==> src/rtl/hp_slot_cmd_engine.sv <==
module hp_slot_cmd_engine #(
  parameter int NSLOTS = 6
) (
  input  logic                  clk,
  input  logic                  rst_n,
  input  logic [NSLOTS-1:0]     occupied,
  input  logic                  cmd_wr,
  input  logic [7:0]            cmd_code,
  input  logic [7:0]            cmd_target,
  input  logic [NSLOTS-1:0]     evt_clr,
  input  logic                  det_clr,
  output logic [2*NSLOTS-1:0]   slot_state,
  output logic [2*NSLOTS-1:0]   pwr_led,
  output logic [2*NSLOTS-1:0]   attn_led,
  output logic [2*NSLOTS-1:0]   presence,
  output logic [NSLOTS-1:0]     mrl_open,
  output logic [3*NSLOTS-1:0]   slot_evt,
  output logic                  busy,
  output logic                  inv_cmd,
  output logic                  inv_mode,
  output logic                  cmd_det
);
  localparam logic [1:0] ST_PWR = 2'd1, ST_EN = 2'd2, ST_DIS = 2'd3;
  localparam logic [1:0] LED_ON = 2'd1, LED_OFF = 2'd3;

  logic [1:0] st_q [NSLOTS];
  logic [1:0] pw_q [NSLOTS];
  logic [1:0] at_q [NSLOTS];
  logic [1:0] pr_q [NSLOTS];
  logic [2:0] ev_q [NSLOTS];
  logic [NSLOTS-1:0] mrl_q;

  logic [1:0] st_n [NSLOTS];
  logic [1:0] pw_n [NSLOTS];
  logic [1:0] at_n [NSLOTS];
  logic [1:0] rs [NSLOTS];
  logic [1:0] rp [NSLOTS];
  logic [1:0] ra [NSLOTS];
  logic [NSLOTS-1:0] sel, gone;

  logic [4:0] tgt;
  logic is_slot, is_spd, is_pall, is_all, tgt_ok, any_en, refuse, bad_cmd, bad_mode;

  assign tgt     = cmd_target[4:0];
  assign is_slot = cmd_code[7:6] == 2'b00;
  assign is_spd  = cmd_code[7:3] == 5'b01000;
  assign is_pall = cmd_code == 8'h48;
  assign is_all  = is_pall || cmd_code == 8'h49;
  assign tgt_ok  = tgt != 5'd0 && int'(tgt) <= NSLOTS;
  assign bad_cmd = (is_slot && (!tgt_ok || refuse)) || (is_all && any_en) ||
                   !(is_slot || is_spd || is_all);
  assign bad_mode = is_spd && cmd_code[2:0] != 3'd0;
  assign busy = 1'b0;

  always_comb begin
    any_en = 1'b0;
    refuse = 1'b0;
    for (int i = 0; i < NSLOTS; i++) begin
      if (st_q[i] == ST_EN) any_en = 1'b1;
      if (i + 1 == int'(tgt) && st_q[i] == ST_EN && cmd_code[1:0] == ST_PWR) refuse = 1'b1;
    end
  end

  always_comb begin
    for (int i = 0; i < NSLOTS; i++) begin
      sel[i] = 1'b0;
      rs[i] = cmd_code[1:0];
      rp[i] = cmd_code[3:2];
      ra[i] = cmd_code[5:4];
      if (cmd_wr && is_slot && tgt_ok && !refuse && i + 1 == int'(tgt)) sel[i] = 1'b1;
      if (cmd_wr && is_all && !any_en) begin
        sel[i] = 1'b1;
        ra[i] = 2'd0;
        if (mrl_q[i]) begin
          rs[i] = 2'd0;
          rp[i] = LED_OFF;
        end else begin
          rs[i] = is_pall ? ST_PWR : ST_EN;
          rp[i] = LED_ON;
        end
      end
      pw_n[i] = (sel[i] && rp[i] != 2'd0) ? rp[i] : pw_q[i];
      at_n[i] = (sel[i] && ra[i] != 2'd0) ? ra[i] : at_q[i];
      st_n[i] = st_q[i];
      gone[i] = 1'b0;
      if (sel[i] && st_q[i] == ST_DIS && (rs[i] == ST_PWR || rs[i] == ST_EN))
        st_n[i] = rs[i];
      if (sel[i] && (st_q[i] == ST_EN || st_q[i] == ST_PWR) && rs[i] == ST_DIS) begin
        st_n[i] = ST_DIS;
        gone[i] = pw_n[i] == LED_OFF;
      end
    end
  end

  always_ff @(posedge clk) begin
    if (!rst_n) begin
      for (int i = 0; i < NSLOTS; i++) begin
        st_q[i]  <= occupied[i] ? ST_EN : ST_DIS;
        pw_q[i]  <= occupied[i] ? LED_ON : LED_OFF;
        at_q[i]  <= 2'd0;
        pr_q[i]  <= occupied[i] ? 2'd0 : 2'd3;
        mrl_q[i] <= !occupied[i];
        ev_q[i]  <= 3'd0;
      end
      inv_cmd  <= 1'b0;
      inv_mode <= 1'b0;
      cmd_det  <= 1'b0;
    end else begin
      for (int i = 0; i < NSLOTS; i++) begin
        st_q[i] <= st_n[i];
        pw_q[i] <= pw_n[i];
        at_q[i] <= at_n[i];
        if (gone[i]) begin
          mrl_q[i] <= 1'b1;
          pr_q[i]  <= 2'd3;
        end
        ev_q[i] <= (evt_clr[i] ? 3'd0 : ev_q[i]) | {3{gone[i]}};
      end
      if (cmd_wr) begin
        inv_cmd  <= bad_cmd;
        inv_mode <= bad_mode;
        cmd_det  <= 1'b1;
      end else if (det_clr) begin
        cmd_det <= 1'b0;
      end
    end
  end

  for (genvar g = 0; g < NSLOTS; g++) begin : g_out
    assign slot_state[2*g +: 2] = st_q[g];
    assign pwr_led[2*g +: 2]    = pw_q[g];
    assign attn_led[2*g +: 2]   = at_q[g];
    assign presence[2*g +: 2]   = pr_q[g];
    assign mrl_open[g]          = mrl_q[g];
    assign slot_evt[3*g +: 3]   = ev_q[g];
  end
endmodule

==> config.mk <==
export PLATFORM = sky130hd
export DESIGN_NAME = hp_slot_cmd_engine
export DESIGN_NICKNAME = d
export VERILOG_FILES = /design/src/rtl/hp_slot_cmd_engine.sv
export SDC_FILE = /design/constraint.sdc
export NUM_CORES = 1
export LEC_CHECK = 0
export ABC_AREA = 1
export BUFFER_PORTS_ARGS = -buffer_cell sky130_fd_sc_hd__buf_4
export CAP_MARGIN = 15
export CORE_ASPECT_RATIO = 1.5
export CORE_MARGIN = 2
export CORE_UTILIZATION = 40
export DETAILED_ROUTE_END_ITERATION = 8
export HOLD_SLACK_MARGIN = 0.1
export REMOVE_ABC_BUFFERS = 1
export SLEW_MARGIN = 40
export SYNTH_ARGS = -nofsm -noshare
export SYNTH_HDL_FRONTEND = slang
export SYNTH_SLANG_ARGS = --single-unit
==> constraint.sdc <==
create_clock -name clk -period 5.9 [get_ports clk]
set_clock_uncertainty 0.1 [all_clocks]
set_input_delay 0.59 -clock clk [delete_from_list [all_inputs] [get_ports clk]]
set_output_delay 0.59 -clock clk [all_outputs]
set_load 0.02 [all_outputs]
After elaboration in Yosys (flattened, before gate mapping)
Memory sizes are Yosys's and may differ from the RTL's.
Cells that the tools add are included.

word-level totals
  bits in writable memories = 66
  word-level logic and storage cells = 374
  bits of input ports = 32
  register bits after elaboration = 9
  bits in latches = 0
  memory bits (read-only) = 0
  memories = 5

memory list
  memory  depth  bits a word  rd ports  clocked after Yosys merged registers in  write ports  line  text
  ev_q    6      3            6         0                                        6            30    logic [2:0] ev_q [NSLOTS];
  at_q    6      2            6         0                                        6            28    logic [1:0] at_q [NSLOTS];
  pr_q    6      2            6         0                                        6            29    logic [1:0] pr_q [NSLOTS];
  pw_q    6      2            6         0                                        6            27    logic [1:0] pw_q [NSLOTS];
  st_q    6      2            6         0                                        6            26    logic [1:0] st_q [NSLOTS];

operators by class
  $lt $le $gt $ge = 1
  divide/modulo/power cells = 0
  reduce and logical (&&, ||, !) cells = 102
  $add $sub $neg = 0
  bitwise operators = 36
  equal/unequal tests = 58
  mux-type cells = 163
  multipliers = 0
  shift operators = 0

operators by type and width
  cell                  count
  $mux W2               86
  $mux W1               64
  $logic_and A1 B1 Y1   63
  $eq A2 B2 Y1 const B  30
  $mux W3               12
  $or A1 B1 Y1          30
  $eq A2 B1 Y1 const B  13
  $logic_or A1 B1 Y1    18
  $or A3 B3 Y3          6
  $eq A8 B7 Y1 const B  2
  $reduce_bool A2 Y1    8
  $eq A4 B5 Y1 const A  3
  $ne A2 B1 Y1 const B  6
  $eq A3 B5 Y1 const A  2
  $logic_not A1 Y1      10
  $mux W6               1
  $eq A2 B5 Y1 const A  1
  $eq A5 B4 Y1 const B  1
  $le A5 B3 Y1 const B  1
  $reduce_bool A5 Y1    1
  $reduce_bool A3 Y1    1
  $logic_not A2 Y1      1

Depth between registers and ports, before layout
An unclocked memory read counts as a cell.

  depth in word-level cells = 23
  gate-level depth with buffers = 17

Least setup slack after synthesis
Ideal clock, no wire load.

  path kind = input -> register
  start = input port cmd_code[3]
  end = register mrl_q[2] (netlist: mrl_open[2]), enable pin
  slack = 3.319 ns
  data required time = 5.507 ns
  stages on the path = 14
  data arrival time = 2.188 ns
  cell sequence = buf_2 nand3_1 nor2_2 inv_2 nor3_2 inv_2 buf_6 or2_4 o21ai_2 ha_1 nand3_1 inv_1 nand3_2 nand2_1

RTL lines
  what                             line  text
  from (decl)                      8     input logic [7:0] cmd_code,
  to (signal, indexed assignment)  102   mrl_q[i] <= !occupied[i];
  to (decl)                        31    logic [NSLOTS-1:0] mrl_q;

==> reports/summary.txt <==
Post-Place Cell Area: 4440 um2
I/O Buffers: 103
Req. time, crit path: 5.85 ns
Core area: 8830 um2
Hold-critical path depth: 2
Post-route DRC violation count: 0
Worst r2r src: st_q[1][0]
Routed Antenna Nets: 0
Clk root buf: clkbuf_16
DR WL/cell: 13.3 um
RSZ-0062 raised after global routing: false
Drt initial violations: 126
Wire length on met3: 433 um
Tightest Pin Transition: 0.647 ns
GR Util All Layers: 0.196
Syn avg cell area: 7.59 um2
Final net count: 625
Most frequent cells in the layout: 131 x nand2_1, 103 x buf_4, 56 x dfxtp_1, 47 x inv_1
Worst relative slew slack: 0.568
Final critical-path required period: 2.83 ns
Row cnt: 42
CTS tree: built
Number of clock sinks: 69
Max Clock Freq: 0.353 GHz
Diodes inserted: 0
Final hold vios: 0
#FFs+latches synth: 69
Hold Path Origin: cmd_det
Worst R2R Path Depth: 13
Setup TNS: 0 ns
CTS buffer count: 9
Cell area power density: 254 nW/um2
Met2 WL: 4.79 mm
Post-Syn Instances: 477
Register area share after synthesis: 0.417
Vias: 3378
Initial antenna violation count: 0
Clk Latency, worst-skew pair: 0.33 ns
Combinational power share: 0.130
Die X: 81.7 um
Routed wire length: 9.18 mm
Clock share of power: 0.446
Final Slew Violations: 0
Status: complete, no violations
Die area: 9850 um2
Htree depth: 3
Pin count of the biggest net entering global routing: 47
Worst r2r dst: mrl_open[0]
Arrival @ worst endpoint: 2.78 ns
Setup Fix Bufs, Post-CTS: 0
Worst-path maximum fanout: 12
Post-DP HPWL: 7.03 mm
Synthesized area: 3620 um2
CP Capture Type: register
First-pass DRT Iterations: 4
Most common cell after layout, fill and taps aside: nand2_1
Ports: 108
CTS Buffer Depth: 2
Peak VDD IR: 0.156 mV
Kind of critical path: register to register
Post-CTS sizing: 0
CTS Hold Bufs: 0
Synth warn: 0
Sequential share of power: 0.424
First-pass GRT wire length: 14.8 mm
WHS Endpoint: cmd_det
GPL Wtd Cong: 0.823
Finished Cell Area: 4740 um2
Die height: 121 um
Area delta synth->final: 31.0%
Maxcap violations: 0
M1 wire length: 3.75 mm
Worst R2R Setup Slack: 3.07 ns
Post-synthesis cell type count: 34
Leak pwr: 2.28 nW
Origin of the worst setup path: st_q[1][0]
Vias in the first global route: 3232
Final setup viols: 0
Highest metal layer with signal wires: met4
Clk slew on worst S/H paths: 0.06 ns
Hold WC Path Type: register to register
Avg Vias per Cell: 4.90
Layout cells sized above 1: 0.284
Starting density of the core: 0.410
Switching share of total power: 0.255
Internal power: 0.896 mW
Net Sw Power: 0.307 mW
Final worst path period share: 0.480
Startpoint Class: register
Total gr overflow: 0
==> stage by stage <==
stage	cells	hold WS [ns]	utilization	setup WS (ns)	power [mW]
floorplan	461	0.436	-	3.28	0.604
global placement	674	0.353	0.503	2.88	0.677
detailed placement	674	0.354	0.503	2.85	0.679
CTS	690	0.362	0.537	3.08	1.22
global route	690	0.382	0.537	2.82	1.25
finish	690	0.358	0.537	3.07	1.20
==> state kept, by name, indices dropped and copies added, names as in the netlist <==
register,flops
at_q,12
cmd_det,1
ev_q,18
inv_cmd,1
inv_mode,1
mrl_open,6
pr_q,6
pw_q,12
st_q,12
==> cell type report <==
class | count | area [um2]
clock buffers | 12 | 279
clock inverters | 4 | 27.5
fillers | 877 | 4080
inverters | 55 | 208
multi-input cells | 337 | 1810
flip-flops and latches | 69 | 1510
well taps | 110 | 138
repair buffers | 103 | 773
==> worst max-delay path by stage <==
stage                   to  cells after the start
2_1_floorplan  mrl_open[0]                     13
4_1_cts        mrl_open[5]                     13
6_report       mrl_open[0]                     13
3_5_place_dp    st_q[4][0]                     16
3_3_place_gp   mrl_open[0]                     14
5_1_grt         st_q[1][0]                     15
==> synthesized netlist by cell type, drive strengths merged <==
master	count	area, um2
nor3	5	30.0
nand2	141	584
o22ai	1	12.5
or2	4	30.0
conb	1	3.75
nand3	48	295
nor2	45	204
nand4	10	68.8
clkbuf	6	22.5
edfxtp	13	390
a21oi	37	185
ha	18	225
and3	1	6.26
dfxtp	56	1120
o31ai	1	7.51
inv	55	206
buf	10	73.8
o21ai	18	105
o21a	5	37.5
nor4	2	12.5
==> per-layer routing <==
| layer | up-vias | global-route usage |
|---|---|---|
| li1 | 1747 | - |
| met1 | 1547 | 0.222 |
| met2 | 71 | 0.342 |
| met3 | 13 | 0.0448 |
| met4 | 0 | 0.0875 |
| met5 | - | 0 |
==> critical path, cell delays in order, from the launching register on <==
cell,delay [ns]
edfxtp_1,0.40
inv_1,0.06
ha_1,0.24
nor2_1,0.12
nand3_1,0.12
nor3_2,0.19
inv_2,0.18
or2_1,0.28
o21ai_0,0.26
ha_1,0.19
nand3_1,0.09
inv_2,0.08
nand3_2,0.13
nand2_1,0.10
==> logic make-up after synthesis <==
| family | share of synthesized area |
|---|---|
| and+or+nand+nor | 0.340 |
| DFF | 0.417 |
| adders and majority gates | 0.0622 |
| other | 0.00104 |
| AOI/OAI and AO/OA | 0.0960 |
| buffers and inverters | 0.0836 |
==> power groups by stage <==
stage / Combinational, mW / Sequential [mW] / Clock [mW]
floorplan: 0.0605 / 0.544 / 0
global placement: 0.157 / 0.520 / 0
detailed placement: 0.158 / 0.521 / 0
CTS: 0.158 / 0.511 / 0.550
global route: 0.173 / 0.512 / 0.565
finish: 0.157 / 0.510 / 0.536
Note: power is estimated with default switching activity, not from simulation.
